<file path="config.mk">
export PLATFORM = sky130hd
export DESIGN_NAME = fbk_clock_divider
export DESIGN_NICKNAME = d
export VERILOG_FILES = /design/src/rtl/fbdiv_pkg.sv /design/src/rtl/fbdiv_sel_decode.sv /design/src/rtl/fbdiv_phase_gen.sv /design/src/rtl/fbdiv_half_delay.sv /design/src/rtl/fbk_clock_divider.sv
export SDC_FILE = /design/constraint.sdc
export NUM_CORES = 1
export LEC_CHECK = 0
export ABC_CLOCK_PERIOD_IN_PS = 2700
export BUFFER_PORTS_ARGS = -buffer_cell sky130_fd_sc_hd__buf_4
export CAP_MARGIN = 0
export CORE_MARGIN = 2
export CORE_UTILIZATION = 50
export DETAILED_ROUTE_END_ITERATION = 10
export GPL_ROUTABILITY_DRIVEN = 0
export PLACE_DENSITY_LB_ADDON = 0.2
export SLEW_MARGIN = 20
export SYNTH_ARGS = -nofsm -noshare
export SYNTH_HDL_FRONTEND = slang
export SYNTH_SLANG_ARGS = --single-unit
</file>
<file path="constraint.sdc">
create_clock -name clk_i -period 2.7 [get_ports clk_i]
set_input_delay 0.405 -clock clk_i [delete_from_list [all_inputs] [get_ports clk_i]]
set_output_delay 0.405 -clock clk_i [all_outputs]
set_load 0.01 [all_outputs]
</file>
<file path="src/rtl/fbdiv_pkg.sv">
package fbdiv_pkg;

    localparam int MAX_RATIO = 12;
    localparam int RATIO_W   = $clog2(MAX_RATIO + 1);

    typedef logic [RATIO_W-1:0] ratio_t;

    typedef enum logic [1:0] {
        LVL_LOW  = 2'b00,
        LVL_MID  = 2'b01,
        LVL_HIGH = 2'b10,
        LVL_BAD  = 2'b11
    } level_e;

    // Counter state: position inside the period, active ratio, rising-edge phase
    typedef struct packed {
        ratio_t cnt;
        ratio_t ratio;
        logic   pos;
    } phase_st_t;

    function automatic ratio_t ratio_of(input logic [1:0] hi, input logic [1:0] lo);
        ratio_t r;
        case ({hi, lo})
            {LVL_LOW,  LVL_LOW }: r = ratio_t'(1);
            {LVL_LOW,  LVL_MID }: r = ratio_t'(2);
            {LVL_LOW,  LVL_HIGH}: r = ratio_t'(3);
            {LVL_MID,  LVL_LOW }: r = ratio_t'(4);
            {LVL_MID,  LVL_MID }: r = ratio_t'(5);
            {LVL_MID,  LVL_HIGH}: r = ratio_t'(6);
            {LVL_HIGH, LVL_LOW }: r = ratio_t'(8);
            {LVL_HIGH, LVL_MID }: r = ratio_t'(10);
            {LVL_HIGH, LVL_HIGH}: r = ratio_t'(12);
            default:              r = ratio_t'(1);
        endcase
        return r;
    endfunction

endpackage

</file>
<file path="src/rtl/fbdiv_sel_decode.sv">
module fbdiv_sel_decode
    import fbdiv_pkg::*;
(
    input  logic [1:0] sel_hi_i,
    input  logic [1:0] sel_lo_i,
    output ratio_t     ratio_o,
    output logic       illegal_o
);

    always_comb begin
        illegal_o = (sel_hi_i == LVL_BAD) || (sel_lo_i == LVL_BAD);
        ratio_o   = illegal_o ? ratio_t'(1) : ratio_of(sel_hi_i, sel_lo_i);
    end

endmodule

</file>
<file path="src/rtl/fbdiv_phase_gen.sv">
module fbdiv_phase_gen
    import fbdiv_pkg::*;
(
    input  logic   clk_i,
    input  logic   rst_ni,
    input  ratio_t ratio_i,
    output ratio_t ratio_o,
    output logic   pos_o,
    output logic   load_o
);

    phase_st_t st_d, st_q;
    ratio_t    half;
    logic      wrap;

    always_comb begin
        st_d = st_q;
        wrap = (st_q.ratio <= ratio_t'(1)) || (st_q.cnt == st_q.ratio - ratio_t'(1));
        if (wrap) begin
            st_d.ratio = ratio_i;
            st_d.cnt   = '0;
        end else begin
            st_d.cnt   = st_q.cnt + ratio_t'(1);
        end
        // Rising-edge phase: N/2 cycles for even N, (N-1)/2 cycles for odd N
        half     = st_d.ratio >> 1;
        st_d.pos = (st_d.ratio >= ratio_t'(2)) && (st_d.cnt < half);
    end

    always_ff @(posedge clk_i or negedge rst_ni) begin
        if (!rst_ni) st_q <= '0;
        else         st_q <= st_d;
    end

    assign ratio_o = st_q.ratio;
    assign pos_o   = st_q.pos;
    assign load_o  = wrap;

    // the active ratio is always idle (0) or one of the nine legal ratios
    assert_ratio_set_R1: assert property (@(posedge clk_i) disable iff (!rst_ni)
        st_q.ratio inside {4'd0, 4'd1, 4'd2, 4'd3, 4'd4, 4'd5, 4'd6, 4'd8, 4'd10, 4'd12});

    // the position never runs past the active ratio
    assert_cnt_in_range_R2: assert property (@(posedge clk_i) disable iff (!rst_ni)
        (st_q.ratio > ratio_t'(1)) |-> (st_q.cnt < st_q.ratio));

    // the active ratio is held through the whole period
    assert_ratio_hold_R8: assert property (@(posedge clk_i) disable iff (!rst_ni)
        !wrap |=> $stable(st_q.ratio));

    // a high phase opens only at the start of a period
    assert_rise_at_start_R9: assert property (@(posedge clk_i) disable iff (!rst_ni)
        $rose(st_q.pos) |-> (st_q.cnt == '0));

    // state stays cleared while reset is held
    always @(posedge clk_i) begin
        if (!rst_ni) begin
            assert_reset_clear_R7: assert (st_q.cnt == '0 && !st_q.pos && st_q.ratio == '0);
        end
    end

endmodule

</file>
<file path="src/rtl/fbdiv_half_delay.sv">
module fbdiv_half_delay (
    input  logic clk_i,
    input  logic rst_ni,
    input  logic phase_i,
    output logic phase_o
);

    logic dly_d, dly_q;

    always_comb begin
        dly_d = phase_i;
    end

    always_ff @(negedge clk_i or negedge rst_ni) begin
        if (!rst_ni) dly_q <= 1'b0;
        else         dly_q <= dly_d;
    end

    assign phase_o = dly_q;

    // the delayed copy at a falling edge equals the phase held during the high half
    assert_delay_tracks_R3: assert property (@(negedge clk_i) disable iff (!rst_ni)
        1'b1 |=> (dly_q == $past(phase_i)));

endmodule

</file>
<file path="src/rtl/fbk_clock_divider.sv">
module fbk_clock_divider
    import fbdiv_pkg::*;
#(
    parameter int NUM_OUT = 2
) (
    input  logic               clk_i,
    input  logic               rst_ni,
    input  logic [1:0]         sel_hi_i,
    input  logic [1:0]         sel_lo_i,
    output logic [NUM_OUT-1:0] fbk_clk_o,
    output logic               illegal_sel_o
);

    ratio_t new_ratio;
    ratio_t act_ratio;
    logic   illegal;
    logic   pos_phase;
    logic   neg_phase;
    logic   load;
    logic   core_clk;

    fbdiv_sel_decode u_decode (
        .sel_hi_i  (sel_hi_i),
        .sel_lo_i  (sel_lo_i),
        .ratio_o   (new_ratio),
        .illegal_o (illegal)
    );

    fbdiv_phase_gen u_phase (
        .clk_i   (clk_i),
        .rst_ni  (rst_ni),
        .ratio_i (new_ratio),
        .ratio_o (act_ratio),
        .pos_o   (pos_phase),
        .load_o  (load)
    );

    fbdiv_half_delay u_delay (
        .clk_i   (clk_i),
        .rst_ni  (rst_ni),
        .phase_i (pos_phase),
        .phase_o (neg_phase)
    );

    always_comb begin
        if (act_ratio == ratio_t'(1))      core_clk = clk_i;
        else if (act_ratio == '0)          core_clk = 1'b0;
        else                               core_clk = pos_phase | (act_ratio[0] & neg_phase);
    end

    for (genvar g = 0; g < NUM_OUT; g++) begin : g_out
        assign fbk_clk_o[g] = core_clk;
    end

    assign illegal_sel_o = illegal;

    // a load while the code is illegal selects pass-through
    assert_illegal_forces_one_R5: assert property (@(posedge clk_i) disable iff (!rst_ni)
        (illegal && load) |=> (act_ratio == ratio_t'(1)));

endmodule

</file>
==> results.cfg, run 1 <==
[critical_path]
r2r-start = u_phase.ratio_o[0]$_DFF_PN0_
cp_num_buf_inv = 3
slowest_delay_ps = 340
critPathTopFamily = buffers and inverters
cp-startpoint = u_delay.phase_o$_DFF_NN0_
slowest_stage = dfrtn_1
crit_chain = a21oi_2 > o21ai_1 > buf_4 > clkbuf_8 > buf_6
path_max_fanout = 2
worstSetupPathType = reg2out
crit_required_ps = 2300
end_kind = output port
crit_arrival_ps = 2650
startpoint_type = register

[sta]
max_slew_margin_pct = 74.2
final-setup-viol-count = 3
hold_violations = 0
fin_hold_ws_ps = 386
tightest_slew_ps = 386
worst_slack_ps = -360
slew_viol_final = 0
finClkSkew_ps = 16.5
rsz0062_at_grt = true

[yosys]
synthesis.area_um2 = 782
synth_edf_count = 0
ys_ff_latch = 10
async_reset_ff_share_pct = 100
synth_seq_area_share_pct = 32.0
netlist-cell-type-count = 30
synth_ff_type = dfrtp_1
avgSynthCellArea_um2 = 8.99
syn_nets = 102
synth_cells = 87
synth_warnings = 0

[floorplanning]
die_area_um2 = 1900
initial_core_util_pct = 52.5
dieWidth_um = 43.5
fp.dieH_um = 43.5
ios = 9
num_rows = 14
coreArea_um2 = 1490

[placed_design]
dp_hpwl_mm = 1.12
portBuffers = 8
post-place-ws_ps = 154
dp.cells = 112

[route]
firstDrtPassIters = 4
dr_total_vias = 679
final_antenna_net_count = 0
drc = 0
wl_per_cell_um = 12.5
wl_mm = 1.60
drt_iter0_markers = 14
via_per_inst = 5.30

[final_layout]
num_antenna_cells = 0
multi_input_area_um2 = 523
stdcell_count = 128
syn2layout_area_growth_pct = 37.8
drive_gt1_share_pct = 35.7
regArea_um2 = 250
num-nets-final = 128
nFillCells = 114

[clocking]
cts_tree = done
clk_pin_slew_worst_paths_ps = 70
clock_latency_ps = 390

[grt]
grt_use_total_pct = 22.7
grt_first_pass_wirelength_mm = 2.84
grt_pass1_vias = 744
grt-ovfl-total = 0
grt_max_degree = 11
antenna_found_initial = 0

[run_status]
violations = negative setup slack
outcome = complete, but fails checks

[power]
intPower_uw = 980
clockPowerShare_pct = 29.6
leakage_uw = 0.000526
ir_drop_mv = 0.928
share_comb_of_total_power_pct = 53.0
power.density_nw_per_um2 = 1510
p_switching_uw = 643
power.total_uw = 1620
power_frac_seq_pct = 17.4
sw_frac_of_total_pct = 39.6

[hold_path]
hold_path_class = in2async

[flow_run]
drv_cap = 0
synthesized netlist by cell type, types with 2 or more instances:
cell type	number	area share, %
xnor2_1	7	7.8
buf_4	2	1.9
dfrtp_1	9	29
mux2i_1	2	2.6
clkbuf_1	2	0.96
nor2_1	12	5.8
nand3_1	4	2.6
inv_1	8	3.8
a21oi_1	5	3.2
nand2_1	3	1.4
o21ai_0	5	3.2
xor2_1	2	2.2
ha_1	9	14
routing by layer:
layer,global-route usage (%),routed length (um),vias up
li1,-,-,343
met1,25.1,723,311
met2,27.9,764,20
met3,14.2,71,5
met4,23.6,36,0
met5,0,0,-
placed cells by master, fill, tap and decap left out, types with 3 or more instances in the layout:
cell type,synthesis,layout
dfrtp_1,9,9
nand3_1,4,4
buf_4,2,15
xnor2_1,7,4
nand2_1,3,3
inv_1,8,6
clkbuf_8,0,3
o21ai_0,5,3
xnor2_2,0,3
nor2_1,12,12
ha_1,9,8
o21ai_1,1,3
clkbuf_4,0,9
a21oi_1,5,3
sequential cells by signal, indices dropped and copies added (netlist names):
signal	count
u_phase.ratio_o	4
u_delay.phase_o	1
u_phase.st_q	4
u_phase.pos_o	1
logic make-up after synthesis:
group | count (synthesis) | synth area share (%)
flip-flops | 10 | 32.0
adder cells (fa/ha/maj) | 9 | 14.4
AND/OR/NAND/NOR | 25 | 15.2
multiplexers | 2 | 2.56
buffers and inverters | 13 | 8.16
AO/OA/AOI/OAI | 19 | 17.6
XOR/XNOR | 9 | 10.1
final timing paths:
check	endpoint	slack (ps)	depth (start not counted)
setup / recovery	fbk_clk_o[0]	-360	5
hold / removal	u_phase.st_q[6]$_DFF_PN0_	390	2
setup reg to reg	u_phase.pos_o$_DFF_PN0_	160	11
hold reg to reg	u_phase.st_q[5]$_DFF_PN0_	540	1
max in group asynchronous	u_delay.phase_o$_DFF_NN0_	910	2
min in group clk_i	u_phase.ratio_o[0]$_DFF_PN0_	410	4
power groups by stage:
stage / clock network (uW) / logic [uW] / registers [uW]
floorplan: 81.3 / 556 / 264
finish: 480 / 860 / 282
global route: 517 / 956 / 289
global placement: 81.2 / 695 / 270
CTS: 489 / 725 / 272
detailed placement: 81.2 / 711 / 271
per-stage QoR:
stage	instance area, um2	setup TNS [ps]	util (%)
final	1080	-718	72.4
after CTS	1010	-752	67.9
after global placement	873	0	58.7
after floorplan	782	0	-
after detailed placement	873	0	58.7
after global routing	1080	-817	72.4
what timing repair did:
item,CTS,global route
pin swaps,2,4
hold buffers,1,0
setup buffers,0,2
gates resized for setup,6,12
hold endpoints to repair,9,0
cloned,0,0
endpoints found under the setup margin,3,4
cell type report:
type / instances / area share, %
clock buffer: 15 / 12.9
inverter: 8 / 2.79
multi-input combinational: 64 / 48.5
sequential: 10 / 23.2
tap: 16 / 1.86
timing repair buffer: 15 / 10.7
No activity file was read; power rests on OpenSTA's default activity.
==> run 2, diff against run 1 <==
ABC_AREA = 1   (was default)
==> run 2 against run 1 <==
Against the previous run: the run still ends with negative setup slack left; first-iteration DRC count stayed put; die area is 1.9% higher; clock skew is 1.7 ps higher; highest routed layer unchanged.
==> results.cfg, run 2 <==
[sta]
tightest_slew_ps = 466
finClkSkew_ps = 18.3
worst_slack_ps = -371
slew_viol_final = 0
max_slew_margin_pct = 68.7
hold_violations = 0
rsz0062_at_grt = true
final-setup-viol-count = 3
fin_tns_setup_ps = -735

[clocking]
clk_pin_slew_worst_paths_ps = 60
cts_tree = done
clock_latency_ps = 390

[critical_path]
r2r_setup_slack_ps = 510
worstSetupEndpoint = fbk_clk_o[0]
cp-startpoint = u_delay.phase_o$_DFF_NN0_
end_kind = output port
reg2regPathDepth = 14
startpoint_type = register
reg2reg_to = u_phase.pos_o$_DFF_PN0_
path_max_fanout = 2
crit_arrival_ps = 2670
worstSetupPathType = reg2out
r2r-start = u_phase.ratio_o[0]$_DFF_PN0_
crit_required_ps = 2300

[floorplanning]
dieWidth_um = 44.0
initial_core_util_pct = 53.0
die_area_um2 = 1930
num_rows = 14
fp.dieH_um = 44.0
coreArea_um2 = 1510
ios = 9

[hold_path]
hp-start = sel_hi_i[1]
hold_path_class = in2reg
whs_path_depth = 4

[route]
firstDrtPassIters = 5
wl_per_cell_um = 10.4
via_per_inst = 5.12
drc = 0
wl_mm = 1.46
final_antenna_net_count = 0
dr_total_vias = 717
drt_iter0_markers = 14

[yosys]
ys_ff_latch = 10
async_reset_ff_share_pct = 100
netlist-cell-type-count = 23
synth_seq_area_share_pct = 31.3
synth_edf_count = 0
synth_top_area_share_pct = 28.2
syn_nets = 119
synthesis.area_um2 = 798
synth_warnings = 0
synth_ff_type = dfrtp_1
yosysTopAreaCell = dfrtp_1
synth_cells = 104
post-synth-top-count-cell = nand2_1
yosys-top-cells-area = dfrtp_1, ha_1, nand2_1
avgSynthCellArea_um2 = 7.68
netlist_top_cells_count = nand2_1, inv_1, dfrtp_1, ha_1, nand3_1

[placed_design]
dp_hpwl_mm = 1.12
portBuffers = 8

[power]
power.total_uw = 1520
clockPowerShare_pct = 28.1
power.density_nw_per_um2 = 1530
leakage_uw = 0.000554
sw_frac_of_total_pct = 45.1
power_frac_seq_pct = 20.0
ir_drop_mv = 0.670
intPower_uw = 833
share_comb_of_total_power_pct = 51.9
p_switching_uw = 685

[final_layout]
drive_gt1_share_pct = 29.0
final_util_pct = 65.8
num-nets-final = 140
layout_commonest_cell = nand2_1
num_antenna_cells = 0
layout_common_cells = nand2_1, inv_1, ha_1, clkbuf_4, dfrtp_1
syn2layout_area_growth_pct = 24.1
nFillCells = 141

[grt]
grt_pass1_vias = 729
antenna_found_initial = 0
grt_first_pass_wirelength_mm = 2.57
grt_max_degree = 11
grt-ovfl-total = 0
grt_use_total_pct = 20.5

[flow_run]
drv_cap = 0

[run_status]
outcome = complete, but fails checks
violations = negative setup slack
[run 2: cell types whose count changed in the layout (fill, tap and decap cells not counted), moves of 3 or more]
cell | previous run | this run
nand2_2 | 0 | 6
buf_4 | 15 | 7
nand3_1 | 4 | 8
inv_1 | 6 | 16
nand2_1 | 3 | 19
xnor2_2 | 3 | 0
nor2_1 | 12 | 6
[run 2: worst max-delay path, stage by stage (launching register included)]
cell and delay [ps]:
dfrtn_1 410, a21oi_2 60, o21ai_1 120, buf_4 130, clkbuf_8 110, buf_6 90
[run 2: through the flow]
stage	cell area (um2)	instances	setup WS (ps)	hold slack, ps
after floorplan	798	104	175	109
after global placement	863	126	169	235
after detailed placement	863	126	155	237
after CTS	991	140	-386	362
after global routing	991	140	-446	397
final	991	140	-371	377
[run 2: metal layers]
metal	GRT usage [%]	wire length (um)	part of all wire, %	vias up
li1	-	-	-	365
met2	28.8	687	47	21
met5	0	0	0	-
met1	19.0	635	44	321
met4	27.3	86	5.9	0
met3	9.58	48	3.3	10
[run 2: power groups by stage]
| stage | Clock, uW | Sequential, uW | Combinational (uW) |
|---|---|---|---|
| after floorplan | 70.3 | 286 | 651 |
| after global placement | 70.3 | 301 | 760 |
| after detailed placement | 70.3 | 304 | 784 |
| after CTS | 436 | 304 | 794 |
| after global routing | 463 | 318 | 897 |
| final | 426 | 303 | 788 |
[run 2: what timing repair did]
action                                  CTS  global route
endpoints found under the setup margin    3             3
resized for setup                         6             1
hold buffers                              1             0
buffers inserted                          0             0
pin swaps                                 2             1
hold endpoints to repair                  9             0
[run 2: area by class of cell]
type	instances	area, um2	area share (%)
Inverter	20	75.1	7.58
Tap cell	16	20.0	2.02
Sequential cell	10	250	25.3
Clock buffer	15	129	13.0
Timing Repair Buffer	7	55.1	5.56
Multi-Input combinational cell	72	462	46.6
[run 2: worst min-delay path by stage]
stage / end / slack, ps
after CTS: u_phase.ratio_o[0]$_DFF_PN0_ / 360
after floorplan: u_phase.pos_o$_DFF_PN0_ / 110
after global placement: u_phase.pos_o$_DFF_PN0_ / 240
after global routing: u_phase.st_q[6]$_DFF_PN0_ / 400
after detailed placement: u_phase.ratio_o[1]$_DFF_PN0_ / 240
final: u_phase.ratio_o[0]$_DFF_PN0_ / 380
[run 2: cell families after synthesis]
family,share of synthesized area [%]
adder cells (fa/ha/maj),14.1
AND/OR/NAND/NOR,28.7
buffers and inverters,11.3
flip-flops,31.3
AO/OA/AOI/OAI,9.09
XOR/XNOR,5.49
==> run 3, diff against run 2 <==
BUFFER_PORTS_ARGS = -buffer_cell sky130_fd_sc_hd__buf_2   (was -buffer_cell sky130_fd_sc_hd__buf_4)
==> run 3 against run 2 <==
Against the previous run: the run still ends with negative setup slack left; register-to-register slack is essentially flat; critical path depth unchanged; non-clock buffer count is the same; cell count unchanged; clock skew is 1.5 ps lower; sequential share of layout area increased by 0.32 points; clock power increased by 7.3%; via count down 1.3%; largest cell class unchanged; largest power group unchanged; highest routed layer unchanged.
==> results.cfg, run 3 (synthesis results as in run 2) <==
[grt]
grt-ovfl-total = 0
grt_first_pass_wirelength_mm = 2.58
grtUsageMet2_pct = 29.4
grt_max_degree = 11
met3_usage_pct = 10.0
grt-busiest-layer = met4
antenna_found_initial = 0
grt_use_total_pct = 21.2
grt_pass1_vias = 716
gr-usage-met1_pct = 19.0

[route]
wl_per_cell_um = 10.7
via_per_inst = 5.06
drc = 0
wl_mm = 1.50
final_antenna_net_count = 0
drt_iter0_markers = 9
dr_total_vias = 708
firstDrtPassIters = 4

[critical_path]
crit_arrival_ps = 2680
path_max_fanout = 2
worstSetupPathType = reg2out
end_kind = output port
startpoint_type = register
crit_required_ps = 2300

[placed_design]
dp_hpwl_mm = 1.08
post-place-ws_ps = 187
place_area_um2 = 843
dp.cells = 126
portBuffers = 8

[sta]
finClkSkew_ps = 16.8
max_slew_margin_pct = 68.3
hold_violations = 0
rsz0062_at_grt = true
fin_hold_ws_ps = 378
final-setup-viol-count = 3
worst_slack_ps = -384
tightest_slew_ps = 472
slew_viol_final = 0

[final_layout]
stdcell_count = 140
num_antenna_cells = 0
multi_input_area_um2 = 462
final_util_pct = 65.0
drive_gt1_share_pct = 29.0
regArea_um2 = 250
nFillCells = 142
layout_commonest_cell = nand2_1
syn2layout_area_growth_pct = 22.6
layout_common_cells = nand2_1, inv_1, ha_1, clkbuf_4, dfrtp_1
fin_area_um2 = 978
num-nets-final = 140

[hold_path]
hold_path_class = in2reg

[clocking]
clk_pin_slew_worst_paths_ps = 60
cts_tree = done
clock_latency_ps = 390
postCtsSetupRepairBufs = 0

[power]
leakage_uw = 0.000549
ir_drop_mv = 0.753
power.density_nw_per_um2 = 1580

[floorplanning]
fp.dieH_um = 44.0
ios = 9
die_area_um2 = 1930
num_rows = 14
coreArea_um2 = 1510
dieWidth_um = 44.0
initial_core_util_pct = 53.0

[run_status]
violations = negative setup slack
outcome = complete, but fails checks

[flow_run]
drv_cap = 0
==> run 3: area by class of cell <==
| type | instances | share of cell area, % |
|---|---|---|
| inverter | 20 | 7.67 |
| tap | 16 | 2.05 |
| sequential | 10 | 25.6 |
| timing repair buffer | 7 | 4.09 |
| clock buffer | 15 | 13.4 |
| multi-input combinational | 72 | 47.2 |
==> run 3: metal layers <==
metal | part of all wire [%] | vias up
met5 | 0 | -
met4 | 3.7 | 0
met3 | 4.9 | 8
met2 | 50 | 24
met1 | 41 | 312
li1 | - | 364
==> run 3: final timing paths <==
check                      depth (start not counted)  slack [ps]                            to                         start
setup / recovery                                   5        -380                  fbk_clk_o[0]     u_delay.phase_o$_DFF_NN0_
hold / removal                                     4         380  u_phase.ratio_o[0]$_DFF_PN0_                   sel_hi_i[1]
setup reg to reg                                  14         520       u_phase.pos_o$_DFF_PN0_  u_phase.ratio_o[0]$_DFF_PN0_
hold reg to reg                                    3         640     u_phase.st_q[5]$_DFF_PN0_     u_phase.st_q[5]$_DFF_PN0_
max in group asynchronous                          2         850     u_delay.phase_o$_DFF_NN0_                        rst_ni
min in group asynchronous                          2         410     u_phase.st_q[5]$_DFF_PN0_                        rst_ni
==> run 3: critical path, stage by stage, from the launching register on <==
cell and delay, ps:
dfrtn_1 410, a21oi_2 60, o21ai_1 140, buf_4 150, buf_8 90, buf_6 90
==> run 3: repair_timing <==
| action | CTS | global route |
|---|---|---|
| hold buffers | 1 | 0 |
| endpoints found under the hold margin | 9 | 0 |
| gates resized for setup | 6 | 3 |
| pin swaps | 2 | 2 |
| endpoints found under the setup margin | 3 | 3 |
==> run 3: report_power, final <==
part / total (uW) / leakage [uW] / switching, uW / internal (uW)
sequential: 304 / 0.000121 / 71.9 / 232
clock: 457 / 0.0000763 / 151 / 306
combinational: 785 / 0.000352 / 478 / 307
total: 1550 / 0.000549 / 701 / 844
==> run 3: per-stage QoR <==
stage               total power, uW  TNS [ps]
floorplan                      1010         0
finish                         1550      -766
detailed placement             1140         0
global route                   1710      -871
global placement               1110         0
CTS                            1540      -806
